`config.mk`:
```
export PLATFORM = sky130hd
export DESIGN_NAME = rename_unit
export DESIGN_NICKNAME = d
export VERILOG_FILES = /design/src/rtl/rename_pkg.sv /design/src/rtl/rename_map_table.sv /design/src/rtl/rename_free_pool.sv /design/src/rtl/rename_unit.sv
export SDC_FILE = /design/constraint.sdc
export NUM_CORES = 1
export LEC_CHECK = 0
export ABC_CLOCK_PERIOD_IN_PS = 2990
export BUFFER_PORTS_ARGS = -buffer_cell sky130_fd_sc_hd__buf_4
export CELL_PAD_IN_SITES_DETAIL_PLACEMENT = 0
export CELL_PAD_IN_SITES_GLOBAL_PLACEMENT = 1
export CORE_UTILIZATION = 50
export CTS_CLUSTER_SIZE = 16
export DETAILED_ROUTE_END_ITERATION = 8
export HOLD_SLACK_MARGIN = 0.15
export PLACE_DENSITY_LB_ADDON = 0.2
export SETUP_SLACK_MARGIN = 0.5
export SLEW_MARGIN = 20
export SYNTH_ARGS = -nofsm -noshare
export SYNTH_HDL_FRONTEND = slang
export SYNTH_SLANG_ARGS = --single-unit
export TNS_END_PERCENT = 10
```
`constraint.sdc`:
```
create_clock -name clk -period 2.99 [get_ports clk]
set_clock_uncertainty 0.05 [all_clocks]
set_input_delay 0 -clock clk [delete_from_list [all_inputs] [get_ports clk]]
set_output_delay 0 -clock clk [all_outputs]
set_load 0.1 [all_outputs]
```
`src/rtl/rename_pkg.sv`:
```
package rename_pkg;
  // Pool level after a cycle that may pop one tag and may push one tag.
  function automatic int unsigned pool_level_next(int unsigned lvl, logic take, logic give);
    return lvl + (give ? 1 : 0) - (take ? 1 : 0);
  endfunction

  // Slot that a push writes: the vacated top when popping, else one above top.
  function automatic int unsigned push_slot(int unsigned lvl, logic take);
    return take ? lvl - 1 : lvl;
  endfunction
endpackage

```
`src/rtl/rename_map_table.sv`:
```
module rename_map_table #(
  parameter int ARCH = 8,
  parameter int PHYS = 10,
  localparam int AW = $clog2(ARCH),
  localparam int PW = $clog2(PHYS)
) (
  input  logic          clk,
  input  logic          rst_n,
  input  logic [AW-1:0] rd_a,
  input  logic [AW-1:0] rd_b,
  output logic [PW-1:0] tag_a,
  output logic [PW-1:0] tag_b,
  input  logic          wr_en,
  input  logic [AW-1:0] wr_addr,
  input  logic [PW-1:0] wr_tag
);
  logic [PW-1:0] map_q [ARCH];

  // Reads see the table before this cycle's write.
  assign tag_a = map_q[rd_a];
  assign tag_b = map_q[rd_b];

  for (genvar g = 0; g < ARCH; g++) begin : g_entry
    always_ff @(posedge clk) begin
      if (!rst_n)
        map_q[g] <= PW'(g);
      else if (wr_en && wr_addr == AW'(g))
        map_q[g] <= wr_tag;
    end
  end
endmodule

```
`src/rtl/rename_free_pool.sv`:
```
module rename_free_pool
  import rename_pkg::*;
#(
  parameter int ARCH = 8,
  parameter int PHYS = 10,
  localparam int PW = $clog2(PHYS),
  localparam int LW = $clog2(PHYS + 1)
) (
  input  logic          clk,
  input  logic          rst_n,
  input  logic          pop,
  input  logic          push,
  input  logic [PW-1:0] push_tag,
  output logic [PW-1:0] top_tag,
  output logic          empty,
  output logic [LW-1:0] level
);
  localparam int INIT_FREE = PHYS - ARCH;

  logic [PW-1:0] stack_q [PHYS];
  logic [LW-1:0] level_q;
  logic [PW-1:0] top_idx;
  logic [PW-1:0] wr_idx;
  logic          push_ok;

  assign empty   = (level_q == '0);
  assign level   = level_q;
  assign top_idx = PW'(level_q - LW'(1));
  assign top_tag = empty ? '0 : stack_q[top_idx];
  assign wr_idx  = PW'(push_slot(int'(level_q), pop));
  assign push_ok = push && (pop || level_q < LW'(PHYS));

  for (genvar g = 0; g < PHYS; g++) begin : g_slot
    always_ff @(posedge clk) begin
      if (!rst_n)
        stack_q[g] <= (g < INIT_FREE) ? PW'(ARCH + g) : '0;
      else if (push_ok && wr_idx == PW'(g))
        stack_q[g] <= push_tag;
    end
  end

  always_ff @(posedge clk) begin
    if (!rst_n)
      level_q <= LW'(INIT_FREE);
    else
      level_q <= LW'(pool_level_next(int'(level_q), pop, push_ok));
  end
endmodule

```
`src/rtl/rename_unit.sv`:
```
module rename_unit #(
  parameter int ARCH = 8,
  parameter int PHYS = 10,
  localparam int AW = $clog2(ARCH),
  localparam int PW = $clog2(PHYS),
  localparam int LW = $clog2(PHYS + 1)
) (
  input  logic          clk,
  input  logic          rst_n,
  input  logic          in_valid,
  input  logic [AW-1:0] in_src1,
  input  logic [AW-1:0] in_src2,
  input  logic [AW-1:0] in_dst,
  input  logic          in_dst_en,
  output logic          in_ready,
  input  logic          rel_valid,
  input  logic [PW-1:0] rel_tag,
  output logic          out_valid,
  output logic [PW-1:0] out_src1,
  output logic [PW-1:0] out_src2,
  output logic [PW-1:0] out_dst,
  output logic          out_dst_en
);
  // Named internal events, visible to the bound checker.
  logic          do_accept;
  logic          do_alloc;
  logic          pool_empty;
  logic [LW-1:0] pool_level;
  logic [PW-1:0] new_tag;
  logic [PW-1:0] src1_tag;
  logic [PW-1:0] src2_tag;

  assign in_ready  = !(in_dst_en && pool_empty);
  assign do_accept = in_valid && in_ready;
  assign do_alloc  = do_accept && in_dst_en;

  rename_map_table #(.ARCH(ARCH), .PHYS(PHYS)) u_map (
    .clk(clk), .rst_n(rst_n),
    .rd_a(in_src1), .rd_b(in_src2),
    .tag_a(src1_tag), .tag_b(src2_tag),
    .wr_en(do_alloc), .wr_addr(in_dst), .wr_tag(new_tag)
  );

  rename_free_pool #(.ARCH(ARCH), .PHYS(PHYS)) u_pool (
    .clk(clk), .rst_n(rst_n),
    .pop(do_alloc), .push(rel_valid), .push_tag(rel_tag),
    .top_tag(new_tag), .empty(pool_empty), .level(pool_level)
  );

  always_ff @(posedge clk) begin
    if (!rst_n) begin
      out_valid  <= 1'b0;
      out_src1   <= '0;
      out_src2   <= '0;
      out_dst    <= '0;
      out_dst_en <= 1'b0;
    end else begin
      out_valid <= do_accept;
      if (do_accept) begin
        out_src1   <= src1_tag;
        out_src2   <= src2_tag;
        out_dst    <= in_dst_en ? new_tag : '0;
        out_dst_en <= in_dst_en;
      end
    end
  end
endmodule

```
# Yosys cells after proc, flatten, opt, wreduce, memory -nomap -nowiden

Memory sizes are Yosys's and may differ from the RTL's. A register that Yosys moved wholly into a read port is not among the register bits.
Index checks and enable logic that the tools add are counted.

Memories kept: 2
Input port bits: 18
ROM bits: 0
Bits in latches: 0
RAM bits: 72
Register bits after elaboration: 10
Logic and storage cells: 152
Output and inout bits: 15

Shift-type cells: 0
Reduce and logical (&&, ||, !) cells: 29
Multipliers: 0
Add/subtract/negate cells: 4
Eq/ne operators: 16
Bitwise logic cells: 18
Divide/modulo/power cells: 0
Order comparisons: 1
Mux-type cells: 78

Memory list:

| name           | words | width | rd ports | clocked after memory_dff | write ports | RTL line               | source |
|---|---|---|---|---|---|---|---|
| u_pool.stack_q | 10    | 4     | 1        | 0                        | 10          | rename_free_pool.sv:20 | `logic [PW-1:0] stack_q [PHYS];` |
| u_map.map_q    | 8     | 4     | 2        | 2                        | 8           | rename_map_table.sv:17 | `logic [PW-1:0] map_q [ARCH];` |

Operators by type and width:

| operator            | count |
|---|---|
| $mux 4              | 21 |
| $mux 1              | 57 |
| $logic_and 1x1->1   | 22 |
| $or 1x1->1          | 18 |
| $eq 4x3->1 const B  | 4 |
| $eq 3x3->1 const B  | 4 |
| $eq 4x2->1 const B  | 2 |
| $eq 4x4->1 const B  | 2 |
| $logic_not 4->1     | 2 |
| $sub 4x1->4 const B | 2 |
| $eq 3x2->1 const B  | 2 |
| $add 4x4->4         | 1 |
| $eq 4x1->1 const B  | 1 |
| $lt 4x4->1 const B  | 1 |
| $sub 4x4->4         | 1 |
| $eq 3x1->1 const B  | 1 |
| $logic_not 1->1     | 3 |
| $logic_not 3->1     | 1 |
| $logic_or 1x1->1    | 1 |

# Logic depth before layout (Yosys ltp)

Word-level depth: 12
Depth in mapped cells: 13
Depth with buffers taken out: 12

# Modules after synthesis

From an unflattened synthesis, not the netlist that was laid out.

Cell total of the unflattened synthesis: 384
Area, all modules: 4,979.8 µm²

By module, submodules not included:

| module           | sequential area each (µm²) | instances | cells an instance | area an instance (µm²) |
|---|---|---|---|---|
| rename_free_pool | 1,281.2                    | 1         | 199               | 2,497.4 |
| rename_map_table | 960.9                      | 1         | 117               | 1,839.3 |
| rename_unit      | 280.3                      | 1         | 68                | 643.1 |

# Least setup slack after synthesis

No wires, ideal clock.

Path kind: register -> register
Start point: reg u_pool.level_q[0], in the netlist u_pool.level[0]
End point: mem u_pool.stack_q[3][0] in the netlist's numbering, enable pin
Setup time: 0.373 ns
Cell stages (with the launch flop): 10
Clock period less this slack: 2.766 ns
Arrival: 2.343 ns
Buffers on the path: 1
Slack: 0.224 ns
Cell sequence: dfxtp_1 -> buf_4 -> inv_2 -> ha_1 -> a21boi_2 -> nand2_1 -> inv_1 -> ha_1 -> nand2b_1 -> o31ai_1

RTL lines:

| element                | RTL line               | source |
|---|---|---|
| from (decl)            | rename_free_pool.sv:21 | `logic [LW-1:0] level_q;` |
| from (signal assigned) | rename_free_pool.sv:44 | `level_q <= LW'(INIT_FREE);` |
| from (signal assigned) | rename_free_pool.sv:46 | `level_q <= LW'(pool_level_next(int'(level_q), pop, push_ok));` |
| to (decl)              | rename_free_pool.sv:20 |  |

==> metrics.md <==
| Metric | Value |
|---|---|
| Synth cell types | 57 |
| Reg power frac | between 30% and 40% |
| Most common cell after layout, fill and taps aside | edfxtp_1 |
| Combinational share of power | 51.8% |
| Switching pwr | 2.16 mW |
| Switching fraction of total power | approximately 44% |
| # fillers | 755 |
| Largest net degree at the start of global routing | 47 |
| Final Hold Viols | 0 |
| Clock latency on the worst-skew pair | 0.37 ns |
| Average size of a mapped cell | around 13 um2 |
| CTS root buf | clkbuf_8 |
| Via count | 3450 |
| Startpoint type of the worst setup path | register |
| Initial core utilization | a little over half |
| Pins Over Slew Limit | 0 |
| Mapped Cells | 389 |
| Pre-CTS setup slack | 0.0763 ns |
| CP max-delay cell | a211oi_4 |
| Setup ws final | between 0.5 and 0.6 ns |
| Avg WL per Cell | 19.2 um |
| Final setup viols | 0 |
| TritonCTS clock tree | yes |
| Dpl cells | 540 |
| Worst EP arrival | 2.53 ns |
| Ys Warns | 0 |
| Worst setup path class | register to register |
| Critical path's largest stage delay | ~0.49 ns |
| Primary FF master, synth | edfxtp_1 |
| Share of layout cells above drive strength 1 | 31.6% |
| Clock sink count | 90 |
| Fin area | a little under 6000 um2 |
| Worst reg2reg endpoint | u_map.map_q[4][3] |
| CTS buffer count | 9 |
| Mapped Area | roughly 4900 um2 |
| Worst-case reg-to-reg path depth | 7 |
| Top area cells in the synthesized netlist | edfxtp_1 (44%), mux4_2 (9.6%), dfxtp_1 (7.3%) |
| Htree depth | 3 |
| EDFF count, synth | 72 |
| Rel. slew slack | 56.1% |
| Internal power | 2.73 mW |
| CP cell instances | inv_2 -> ha_2 -> buf_4 -> mux4_2 -> nor2b_1 -> a211oi_4 -> nor3_1 |
| Vias in the first global route | 3506 |
| Final Cycle Share | 83.0% |
| Diode count | 0 |
| Post-route ant nets | 0 |
| GRT met1 Usage | 28.5% |
| Setup crit end kind | register |
| GP Congestion | 0.866 |
| Met3 Use GR | 2.98% |
| Max cap viols | 0 |
| DIE AREA | ~10000 um2 |
| GR peak layer | met2 |
| HP Class | primary input to register |
| Worst Path Buf+Inv | 2 |
| Hold Crit Depth | 4 |
| Commonest non-fill, non-tap cells in the layout | edfxtp_1 (72), buf_4 (55), nor3_1 (23), mux2i_1 (23), mux4_2 (21) |
| Tmin final | 2.48 ns |
| IO buf count | 32 |
| Core Footprint | 9370 um2 |
| Reg2Reg Setup Slack | 0.51 ns |
| Initial antenna violation count | 0 |
| Drc violations | 0 |
| Worst Max-Slew Pin Slew | 0.657 ns |
| DR pass1 iterations | 5 |
| Clock power frac | 16.2% |
| Run status | complete, no violations |
| Worst Path Required | 3.04 ns |
| Gr ovfl total | 0 |
| Gr usage total | 23.9% |
| Clock buffer depth | 2 |
| HPWL Detailed | 8.17 mm |
| Synth area leader | edfxtp_1 |
| Row count | 35 |
| Peak supply drop | 0.511 mV |
| Fmax | around 400 MHz |
| WL final | 11.1 mm |
| Hold worst-path end | out_src1[0] |
| Worst-path clk slew | 0.10 ns |
| Vias per Instance | 5.93 |
| I/O pin cnt | 33 |
| Synth top area share | 44.1% |
| Die H | 101 um |
| Post-DP Area | 5310 um2 |
| Die width | just over 100 um |
| Top Family by Delay on Critical Path | compound AO/OA/AOI/OAI gates |
| Syn nets | 420 |
| P_leak | approximately 2.1 nW |
| Final Net Count | 479 |
| CP Max Fanout | 17 |
| PwrDens | 830 nW/um2 |
| Hold Startpoint | in_src1[0] |
| Setup TNS | 0 ns |
| P&R area growth vs syn | 20.2% |
| Fin cells | 582 |
| Reg-to-reg startpoint | u_pool.level[1] |
| Met2 usage in global routing | 43.6% |
| Register area share after synthesis | 51.4% |
| RSZ-0062 raised after global routing | true |
| FF+latch count, synth | 90 |
| Share of flip-flops with an asynchronous set or reset | 0% |
| Global-route wire length before repair | 17.9 mm |
| DRT iter0 DRCs | between 100 and 150 |
| Total Power | 4.89 mW |
[registers in the layout, summed over array words and instances, names as in the netlist]
name            flops
out_dst             4
out_dst_en          1
out_src1            4
out_src2            4
out_valid           1
u_map.map_q        32
u_pool.level        4
u_pool.stack_q     40
[repair_timing]
action | CTS | global route
resized for setup | 22 | 12
buffers inserted | 4 | 3
hold buffers | 19 | 0
pin swaps | 1 | 4
hold endpoints to repair | 74 | 0
endpoints found under the setup margin | 119 | 102
[area by class of cell]
cell class	instances	area (um2)	share of cell area, %
sequential	90	2530	42.9
multi-input combinational	258	2350	39.9
timing repair buffer	74	603	10.2
tap	129	161	2.74
clock buffer	9	124	2.10
clock inverter	7	63.8	1.08
inverter	15	58.8	0.998
[worst reg2reg max path: cells and delay by family (launching register included)]
kind,cells,cell delay (ns)
adder cells (fa/ha/maj),1,0.33
AO/OA/AOI/OAI,1,0.49
buffers and inverters,2,0.34
flip-flops,1,0.38
multiplexers,1,0.34
AND/OR/NAND/NOR,2,0.28
[cells in the mapped netlist (9+ instances only)]
| master | number |
|---|---|
| edfxtp_1 | 72 |
| mux2i_1 | 23 |
| nor3_1 | 23 |
| nand2_1 | 22 |
| mux4_2 | 21 |
| dfxtp_1 | 18 |
| nor2_1 | 18 |
| inv_1 | 14 |
| nor3_2 | 14 |
| clkbuf_1 | 13 |
| a21oi_1 | 12 |
| ha_1 | 12 |
| o2bb2ai_1 | 11 |
| o21ai_1 | 10 |
| nand3_1 | 9 |
[per-layer routing]
| metal | share of wire, % | wire length (um) |
|---|---|---|
| met1 | 41 | 4550 |
| met2 | 53 | 5920 |
| met3 | 3.8 | 424 |
| met4 | 2.3 | 252 |
| met5 | 0 | 0 |
[worst max path at each step]
stage | startpoint | end | slack (ns) | depth (start not counted)
floorplan | u_pool.level[0] | u_pool.level[2] | 0.33 | 13
global placement | u_pool.level[1] | u_pool.stack_q[6][2] | 0.25 | 6
detailed placement | u_pool.level[1] | u_pool.stack_q[6][2] | 0.08 | 6
CTS | u_pool.level[0] | u_pool.stack_q[9][0] | 0.45 | 7
global route | u_pool.level[1] | u_map.map_q[4][3] | 0.42 | 7
finish | u_pool.level[1] | u_map.map_q[4][3] | 0.51 | 7
[power by group through the flow]
stage               clock network, mW  registers (mW)  logic, mW
detailed placement                  0            1.60       2.31
global placement                    0            1.59       2.29
finish                          0.790            1.56       2.53
CTS                             0.804            1.57       2.45
global route                    0.855            1.58       2.71
floorplan                           0            1.78       1.57
[through the flow]
step | util, % | hold slack (ns)
2_1_floorplan | - | 0.145
6_report | 62.9 | 0.213
4_1_cts | 62.0 | 0.220
3_5_place_dp | 56.6 | 0.282
5_1_grt | 62.9 | 0.242
3_3_place_gp | 56.6 | 0.280
[kinds of logic after synthesis]
group	share of synthesized area, %
xor+xnor	0.893
flops	51.4
mux	15.2
buf+inv	3.95
fa+ha+maj	3.47
compound gates	10.7
simple gates	14.3
Note: power is estimated with default switching activity, not from simulation.
